<file path="src/rtl/rlg_pkg.sv">
package rlg_pkg;
  localparam int HALL_W = 3;
  typedef logic [HALL_W-1:0] hall_t;

  // a code is legal when it is neither all-zero nor all-one
  function automatic logic hall_ok(hall_t h);
    return (h != 3'b000) && (h != 3'b111);
  endfunction

  // successor of a legal code for the given direction (1 = forward)
  function automatic hall_t hall_next(hall_t h, logic fwd);
    hall_t n;
    if (fwd) begin
      case (h)
        3'b001:  n = 3'b011;
        3'b011:  n = 3'b010;
        3'b010:  n = 3'b110;
        3'b110:  n = 3'b100;
        3'b100:  n = 3'b101;
        3'b101:  n = 3'b001;
        default: n = 3'b000;
      endcase
    end else begin
      case (h)
        3'b001:  n = 3'b101;
        3'b101:  n = 3'b100;
        3'b100:  n = 3'b110;
        3'b110:  n = 3'b010;
        3'b010:  n = 3'b011;
        3'b011:  n = 3'b001;
        default: n = 3'b000;
      endcase
    end
    return n;
  endfunction
endpackage

</file>
<file path="src/rtl/rlg_hall_track.sv">
module rlg_hall_track
  import rlg_pkg::*;
(
  input  logic  clk,
  input  logic  rst_n,
  input  hall_t hall_i,
  input  logic  dir_i,
  input  logic  flush_i,
  output logic  good_o,
  output logic  bad_o,
  output logic  seq_bad_o
);
  hall_t hall_q;
  logic  live_q;
  logic  seq_q;
  logic  moved;

  assign moved  = live_q && (hall_i != hall_q);
  assign good_o = moved && hall_ok(hall_q) && (hall_i == hall_next(hall_q, dir_i));
  assign bad_o  = moved && !good_o;
  assign seq_bad_o = seq_q;

  always_ff @(posedge clk or negedge rst_n) begin
    if (!rst_n) begin
      hall_q <= '0;
      live_q <= 1'b0;
      seq_q  <= 1'b0;
    end else begin
      live_q <= 1'b1;
      hall_q <= hall_i;
      if (flush_i)     seq_q <= 1'b0;
      else if (bad_o)  seq_q <= 1'b1;
      else if (good_o) seq_q <= 1'b0;
    end
  end
endmodule

</file>
<file path="src/rtl/rlg_tick_timer.sv">
module rlg_tick_timer #(
  parameter int LIMIT = 127
) (
  input  logic clk,
  input  logic rst_n,
  input  logic clr_i,
  input  logic tick_i,
  output logic done_o
);
  localparam int CW = $clog2(LIMIT + 1);
  localparam logic [CW-1:0] LAST = CW'(LIMIT - 1);
  localparam logic [CW-1:0] TOP  = CW'(LIMIT);

  logic [CW-1:0] cnt_q;

  assign done_o = tick_i && !clr_i && (cnt_q == LAST);

  always_ff @(posedge clk or negedge rst_n) begin
    if (!rst_n)                        cnt_q <= '0;
    else if (clr_i)                    cnt_q <= '0;
    else if (tick_i && (cnt_q != TOP)) cnt_q <= cnt_q + 1'b1;
  end
endmodule

</file>
<file path="src/rtl/rotor_lock_guard.sv">
module rotor_lock_guard #(
  parameter int LOCK_TICKS  = 127,
  parameter int CLEAR_TICKS = 64
) (
  input  logic       clk,
  input  logic       rst_n,
  input  logic       tick_i,
  input  logic [2:0] hall_i,
  input  logic       dir_i,
  input  logic       enb_off_i,
  input  logic       brake_n_i,
  input  logic       lock_dis_i,
  output logic       fault_o,
  output logic       seq_bad_o
);
  logic dir_q, live_q, fault_q;
  logic hall_good, hall_bad;
  logic dir_edge, restart, flush, lock_clr;
  logic lock_done, clear_done;

  assign dir_edge = live_q && (dir_i != dir_q);
  assign restart  = hall_good && !seq_bad_o;
  assign flush    = dir_edge || clear_done || lock_dis_i;
  assign lock_clr = restart || flush || !brake_n_i || fault_q;

  rlg_hall_track u_track (
    .clk       (clk),
    .rst_n     (rst_n),
    .hall_i    (hall_i),
    .dir_i     (dir_i),
    .flush_i   (flush),
    .good_o    (hall_good),
    .bad_o     (hall_bad),
    .seq_bad_o (seq_bad_o)
  );

  rlg_tick_timer #(.LIMIT(LOCK_TICKS)) u_lock_tmr (
    .clk    (clk),
    .rst_n  (rst_n),
    .clr_i  (lock_clr),
    .tick_i (tick_i),
    .done_o (lock_done)
  );

  rlg_tick_timer #(.LIMIT(CLEAR_TICKS)) u_clear_tmr (
    .clk    (clk),
    .rst_n  (rst_n),
    .clr_i  (!enb_off_i),
    .tick_i (tick_i),
    .done_o (clear_done)
  );

  always_ff @(posedge clk or negedge rst_n) begin
    if (!rst_n) begin
      dir_q   <= 1'b0;
      live_q  <= 1'b0;
      fault_q <= 1'b0;
    end else begin
      dir_q  <= dir_i;
      live_q <= 1'b1;
      if (flush)          fault_q <= 1'b0;
      else if (lock_done) fault_q <= 1'b1;
    end
  end

  assign fault_o = fault_q;
endmodule

</file>
<file path="config.mk">
export PLATFORM = sky130hd
export DESIGN_NAME = rotor_lock_guard
export DESIGN_NICKNAME = d
export VERILOG_FILES = /design/src/rtl/rlg_pkg.sv /design/src/rtl/rlg_hall_track.sv /design/src/rtl/rlg_tick_timer.sv /design/src/rtl/rotor_lock_guard.sv
export SDC_FILE = /design/constraint.sdc
export NUM_CORES = 1
export LEC_CHECK = 0
export BUFFER_PORTS_ARGS = -buffer_cell sky130_fd_sc_hd__buf_2
export CAP_MARGIN = 10
export CORE_MARGIN = 5
export CORE_UTILIZATION = 50
export CTS_CLUSTER_SIZE = 16
export DETAILED_ROUTE_END_ITERATION = 8
export GPL_ROUTABILITY_DRIVEN = 0
export PLACE_DENSITY = 0.67
export SLEW_MARGIN = 20
export SYNTH_ARGS = -nofsm -noshare
export SYNTH_HDL_FRONTEND = slang
export SYNTH_SLANG_ARGS = --single-unit
</file>
<file path="constraint.sdc">
create_clock -name clk -period 3.1 [get_ports clk]
set_input_delay 0.155 -clock clk [delete_from_list [all_inputs] [get_ports clk]]
set_output_delay 0.155 -clock clk [all_outputs]
set_load 0.05 [all_outputs]
</file>
---- Word level (Yosys, flattened, before mapping) ----
Cells that the tools add are included.
word-level totals
  latch bits .............................. 0
  memories kept ........................... 0
  flip-flop bits (word level) ............. 21
  output and inout port bits .............. 2
  bits in writable memories ............... 0
  ROM bits ................................ 0
  bits of input ports ..................... 10
cells by class
  reductions and logical operators ........ 26
  multiplexer cells ....................... 12
  equality and inequality tests ........... 15
  shift-type cells ........................ 0
  divide/modulo/power cells ............... 0
  magnitude comparators ................... 0
  add/sub/neg operators ................... 2
  bitwise logic cells ..................... 0
  multiply operators ...................... 0
operators by type and width
  cell                                                                    number
  3-bit case mux with 6 select lines                                      2
  7-bit 2-to-1 mux                                                        4
  7-bit by 1-bit adder with 7-bit output (second input constant)          2
  7-bit != test (second input constant)                                   2
  1-bit logical AND                                                       13
  3-bit equality test (second input constant)                             3
  7-bit by 6-bit equality test with 1-bit output (second input constant)  1
  7-bit equality test (second input constant)                             1
  3-bit by 2-bit equality test with 1-bit output (second input constant)  2
  3-bit nonzero test                                                      2
  1-bit logical OR                                                        5
  1-bit 2-to-1 mux                                                        5
  1-bit zero test                                                         4
  2-bit nonzero test                                                      2
  3-bit by 1-bit equality test with 1-bit output (second input constant)  1
  3-bit equality test                                                     1
  3-bit 2-to-1 mux                                                        1
  3-bit != test                                                           1
  3-bit != test (second input constant)                                   1
  2-bit by 1-bit != test with 1-bit output (second input constant)        1
  1-bit != test                                                           1

---- Logic depth before layout (Yosys ltp) ----
  depth in word-level cells ............... 14
  depth in mapped cells ................... 7

---- Cells and area by module ----
Synthesis repeated with hierarchy kept, for this count alone.
unflattened totals
  cells, all modules ...................... 141
  area, all modules ....................... 1357.6 µm²
by module, submodules not included
  module                         seq. area each (µm²)  cells each  area an instance (µm²)  times used
  rlg_tick_timer at u_clear_tmr  175.2                 46          439.2                   1
  rlg_tick_timer at u_lock_tmr   175.2                 43          409.1                   1
  rlg_hall_track                 125.1                 39          371.6                   1
  rotor_lock_guard               75.1                  13          137.6                   1

---- Worst setup path before layout ----
No wires, ideal clock.
  path type ............................... flip-flop to flip-flop
  start ................................... reg u_clear_tmr.cnt_q[0]
  end ..................................... reg u_lock_tmr.cnt_q[0]
  period minus slack after synthesis ...... 1694 ps
  data arrival time ....................... 1606 ps
  cell stages (with the launch flop) ...... 7
  path slack .............................. 1406 ps
  cells stage by stage .................... dfrtp_1 > ha_1 > nand4_1 > nor2_1 > a221oi_1 > nand3b_1 > nor3_1
on the way
  word-level cells in the longest chain between the ends .. 8
  elaborated cells on any way between the ends .. 9
RTL lines
  what                                                           line                    RTL
  start: declaration                                             rlg_tick_timer.sv:14    logic [CW-1:0] cnt_q;
  start signal: assignment                                       rlg_tick_timer.sv:21    else if (tick_i && (cnt_q != TOP)) cnt_q <= cnt_q + 1'b1;
  7-bit by 6-bit equality test with 1-bit output (*)             rlg_tick_timer.sv:16    assign done_o = tick_i && !clr_i && (cnt_q == LAST);
  1-bit logical AND (*)                                          rlg_tick_timer.sv:16
  1-bit logical OR (*) (2 in a row)                              rotor_lock_guard.sv:23  assign flush = dir_edge || clear_done || lock_dis_i;
  1-bit logical OR (*) (3 in a row)                              rotor_lock_guard.sv:24  assign lock_clr = restart || flush || !brake_n_i || fault_q;
  7-bit 2-to-1 mux / 2-bit nonzero test (equally long branches)  -
  end signal: assignment                                         rlg_tick_timer.sv:21
  end: declaration                                               rlg_tick_timer.sv:14
Every way passes the cells marked *; elsewhere a longest branch is shown, timed or not.
A chain may end at the register's enable or synchronous reset.

---- Final worst setup path ----
  start ................................... reg u_clear_tmr.cnt_q[0]
  end ..................................... reg u_lock_tmr.cnt_q[3]
The elaborated chain is that of the path after synthesis.

==> flow_summary.ini <==
[status]
status = finished clean

[critical_path]
crit_type = flop to flop
endpoint_kind = flop
cp_top_family = simple AND/OR/NAND/NOR gates
cp-start-kind = flop
path_cells = ha_1, nand4_1, nor2_1, a221oi_1, nand3b_1, nor3_1
cp_max_fo = 7
required_ns = 3.32
crit_slowest_cell = a221oi_1
worstPathArrival_ns = 2.22
slowest_delay_ns = 0.47
crit_buf_inv = 0

[sta]
grt_setup_unrepaired = no
finalSetupTns_ns = 0
finalCritPeriodShare_pct = 64.7
finClkSkew_ns = 0.00477
slew_viol_final = 0
tightest_slew_ns = 0.647
finalSetupViolations = 0
slew_headroom_pct = 56.6
max_freq_mhz = 498
fin_crit_ns = 2.01
hold_viol = 0

[finish]
ff_latch_area_um2 = 526
nets = 149
final_core_util_pct = 58.6
syn2layout_area_growth_pct = 9.54
stdcell_area_um2 = 1320
drive_gt1_share_pct = 12.7
final_cells = 162
final_cell_mix = dfrtp_1, buf_2, nor3_1, xor2_1
nFillCells = 216
multi_input_area_um2 = 623
insertedDiodeCount = 0
mostFrequentLayoutCell = dfrtp_1

[yosys]
netlist_area_um2 = 1210
yosys.area_share.simple_pct = 24.1
async_flop_share_pct = 100
ys.flop_type = dfrtp_1
synth.area.mux_share_pct = 1.66
syn_avg_cell_area_um2 = 10.1
ys_types = 39
synth_cells = 120
syn_nets = 134
synth_enable_flop_cells = 0
synth_compound_area_share_pct = 10.6
synth_fa_ha_area_share_pct = 4.15
ys_warn_count = 0
synth_top_family_by_area = simple AND/OR/NAND/NOR gates
ys_ff_latch = 21
seq_area_frac_synth_pct = 43.6
synth_xor_area_share_pct = 10.9

[die]
placeableCoreArea_um2 = 2250
initial_core_util_pct = 53.5
die_area_um2 = 3490
die_w_um = 59.1
std_cell_rows = 17
die_height_um = 59.1
ioPinCount = 12

[grt]
overflow = 0
track_usage_pct = 13.6
grt_start_max_net_pins = 22
grt_pass1_wl_um = 3660
grt_pass1_vias = 842
antenna_found_initial = 0

[placement]
placed_cell_area_um2 = 1260
dp_cells = 155
dp_hpwl_um = 1580
port_buffers = 11

[cts]
clockBufferDepth = 2
cts_resized = 0
cts_root_buffer = clkbuf_4
clk_latency_ns = 0.30
cts_tree = built
post_cts_buffers = 0
cts.sinks = 21
htreeDepth = 1
path_clk_slew_ns = 0.11
numCtsBuffers = 3
hold_buffers = 2

[drt]
firstDrtPassIters = 4
wl_per_cell_um = 13.4
vias_per_cell = 5.50
drt-total-wl_um = 2170
antenna_left = 0
vias = 891
drt_iter0_drc = 47
drc = 0

[power_and_ir_drop]
total_power_w = 0.000492
power_density_nw_per_um2 = 372
p_leak_nw = 0.565
ir_drop_uv = 343

[job]
cap_violations = 0

[min_path]
min_path_type = input pin to flop
power by group:
| group | switching [W] | total [W] | leakage, nW | internal [W] |
|---|---|---|---|---|
| sequential | 0.00000978 | 0.000292 | 0.279 | 0.000282 |
| clock | 0.0000797 | 0.000130 | 0.0150 | 0.0000502 |
| combinational | 0.0000425 | 0.0000706 | 0.271 | 0.0000282 |
worst reg2reg max path, cell delays in order (launching register included):
cell,delay [ns]
dfrtp_1,0.44
ha_1,0.23
nand4_1,0.13
nor2_1,0.08
a221oi_1,0.47
nand3b_1,0.33
nor3_1,0.25
layer usage:
metal	global-route usage, %	vias up	share of wire [%]
met1	17.8	421	47
met5	0	-	0
met2	22.2	19	46
li1	-	449	-
met3	5.23	2	5.6
met4	0.971	0	0.51
worst paths after layout:
path                       slack (ns)  cells past startpoint                   to                  from
hold reg to reg                  0.53                      2              fault_o               fault_o
setup reg to reg                 1.09                      6  u_lock_tmr.cnt_q[3]  u_clear_tmr.cnt_q[0]
max in group asynchronous        2.45                      2                dir_q                 rst_n
setup / recovery                 1.09                      6  u_lock_tmr.cnt_q[3]  u_clear_tmr.cnt_q[0]
hold / removal                   0.05                      1    u_track.hall_q[2]             hall_i[2]
min in group asynchronous        0.32                      2  u_lock_tmr.cnt_q[2]                 rst_n
state kept, by name (all words and copies together) (netlist names):
signal / count
u_lock_tmr.cnt_q: 7
fault_o: 1
u_track.hall_q: 3
dir_q: 1
u_clear_tmr.cnt_q: 7
u_track.live_q: 1
u_track.seq_bad_o: 1
metrics by stage:
| stage | hold slack (ns) | setup slack (ns) |
|---|---|---|
| after floorplan | -0.141 | 1.41 |
| after global placement | 0.133 | 1.24 |
| after detailed placement | 0.131 | 1.16 |
| after CTS | 0.0104 | 1.13 |
| after global routing | 0.0440 | 0.885 |
| final | 0.0541 | 1.09 |
synthesized netlist by cell type (2+ instances only):
| cell type | number | share of area (%) |
|---|---|---|
| dfrtp_1 | 21 | 44 |
| nor3_1 | 9 | 3.7 |
| xor2_1 | 8 | 5.8 |
| inv_1 | 7 | 2.2 |
| nand2_1 | 7 | 2.2 |
| nor2_1 | 7 | 2.2 |
| xnor2_1 | 7 | 5.1 |
| and2_1 | 5 | 2.6 |
| ha_1 | 4 | 4.1 |
| o21ai_0 | 4 | 1.7 |
| a21oi_1 | 3 | 1.2 |
| nand4_1 | 3 | 1.6 |
| and4_1 | 2 | 1.5 |
| buf_4 | 2 | 1.2 |
| mux2i_1 | 2 | 1.7 |
| nand3_1 | 2 | 0.83 |
| nand3b_1 | 2 | 1.2 |
| nand4bb_1 | 2 | 1.9 |
| nor2b_1 | 2 | 1.0 |
| o31ai_1 | 2 | 1.2 |
final cells by class:
cell class | count | area share (%)
Timing Repair Buffer | 14 | 6.44
Tap cell | 28 | 2.65
Multi-Input combinational cell | 88 | 47.2
Inverter | 7 | 1.99
Sequential cell | 21 | 39.8
Clock buffer | 4 | 1.99
cells by family after synthesis:
logic type,after synthesis
other,1
adders and majority gates,4
xor gates and xnor gates,15
and+or+nand+nor,48
AOI/OAI and AO/OA,18
muxes,2
buffers and inverters,11
DFF,21
Power figures use the tool's default switching activity.
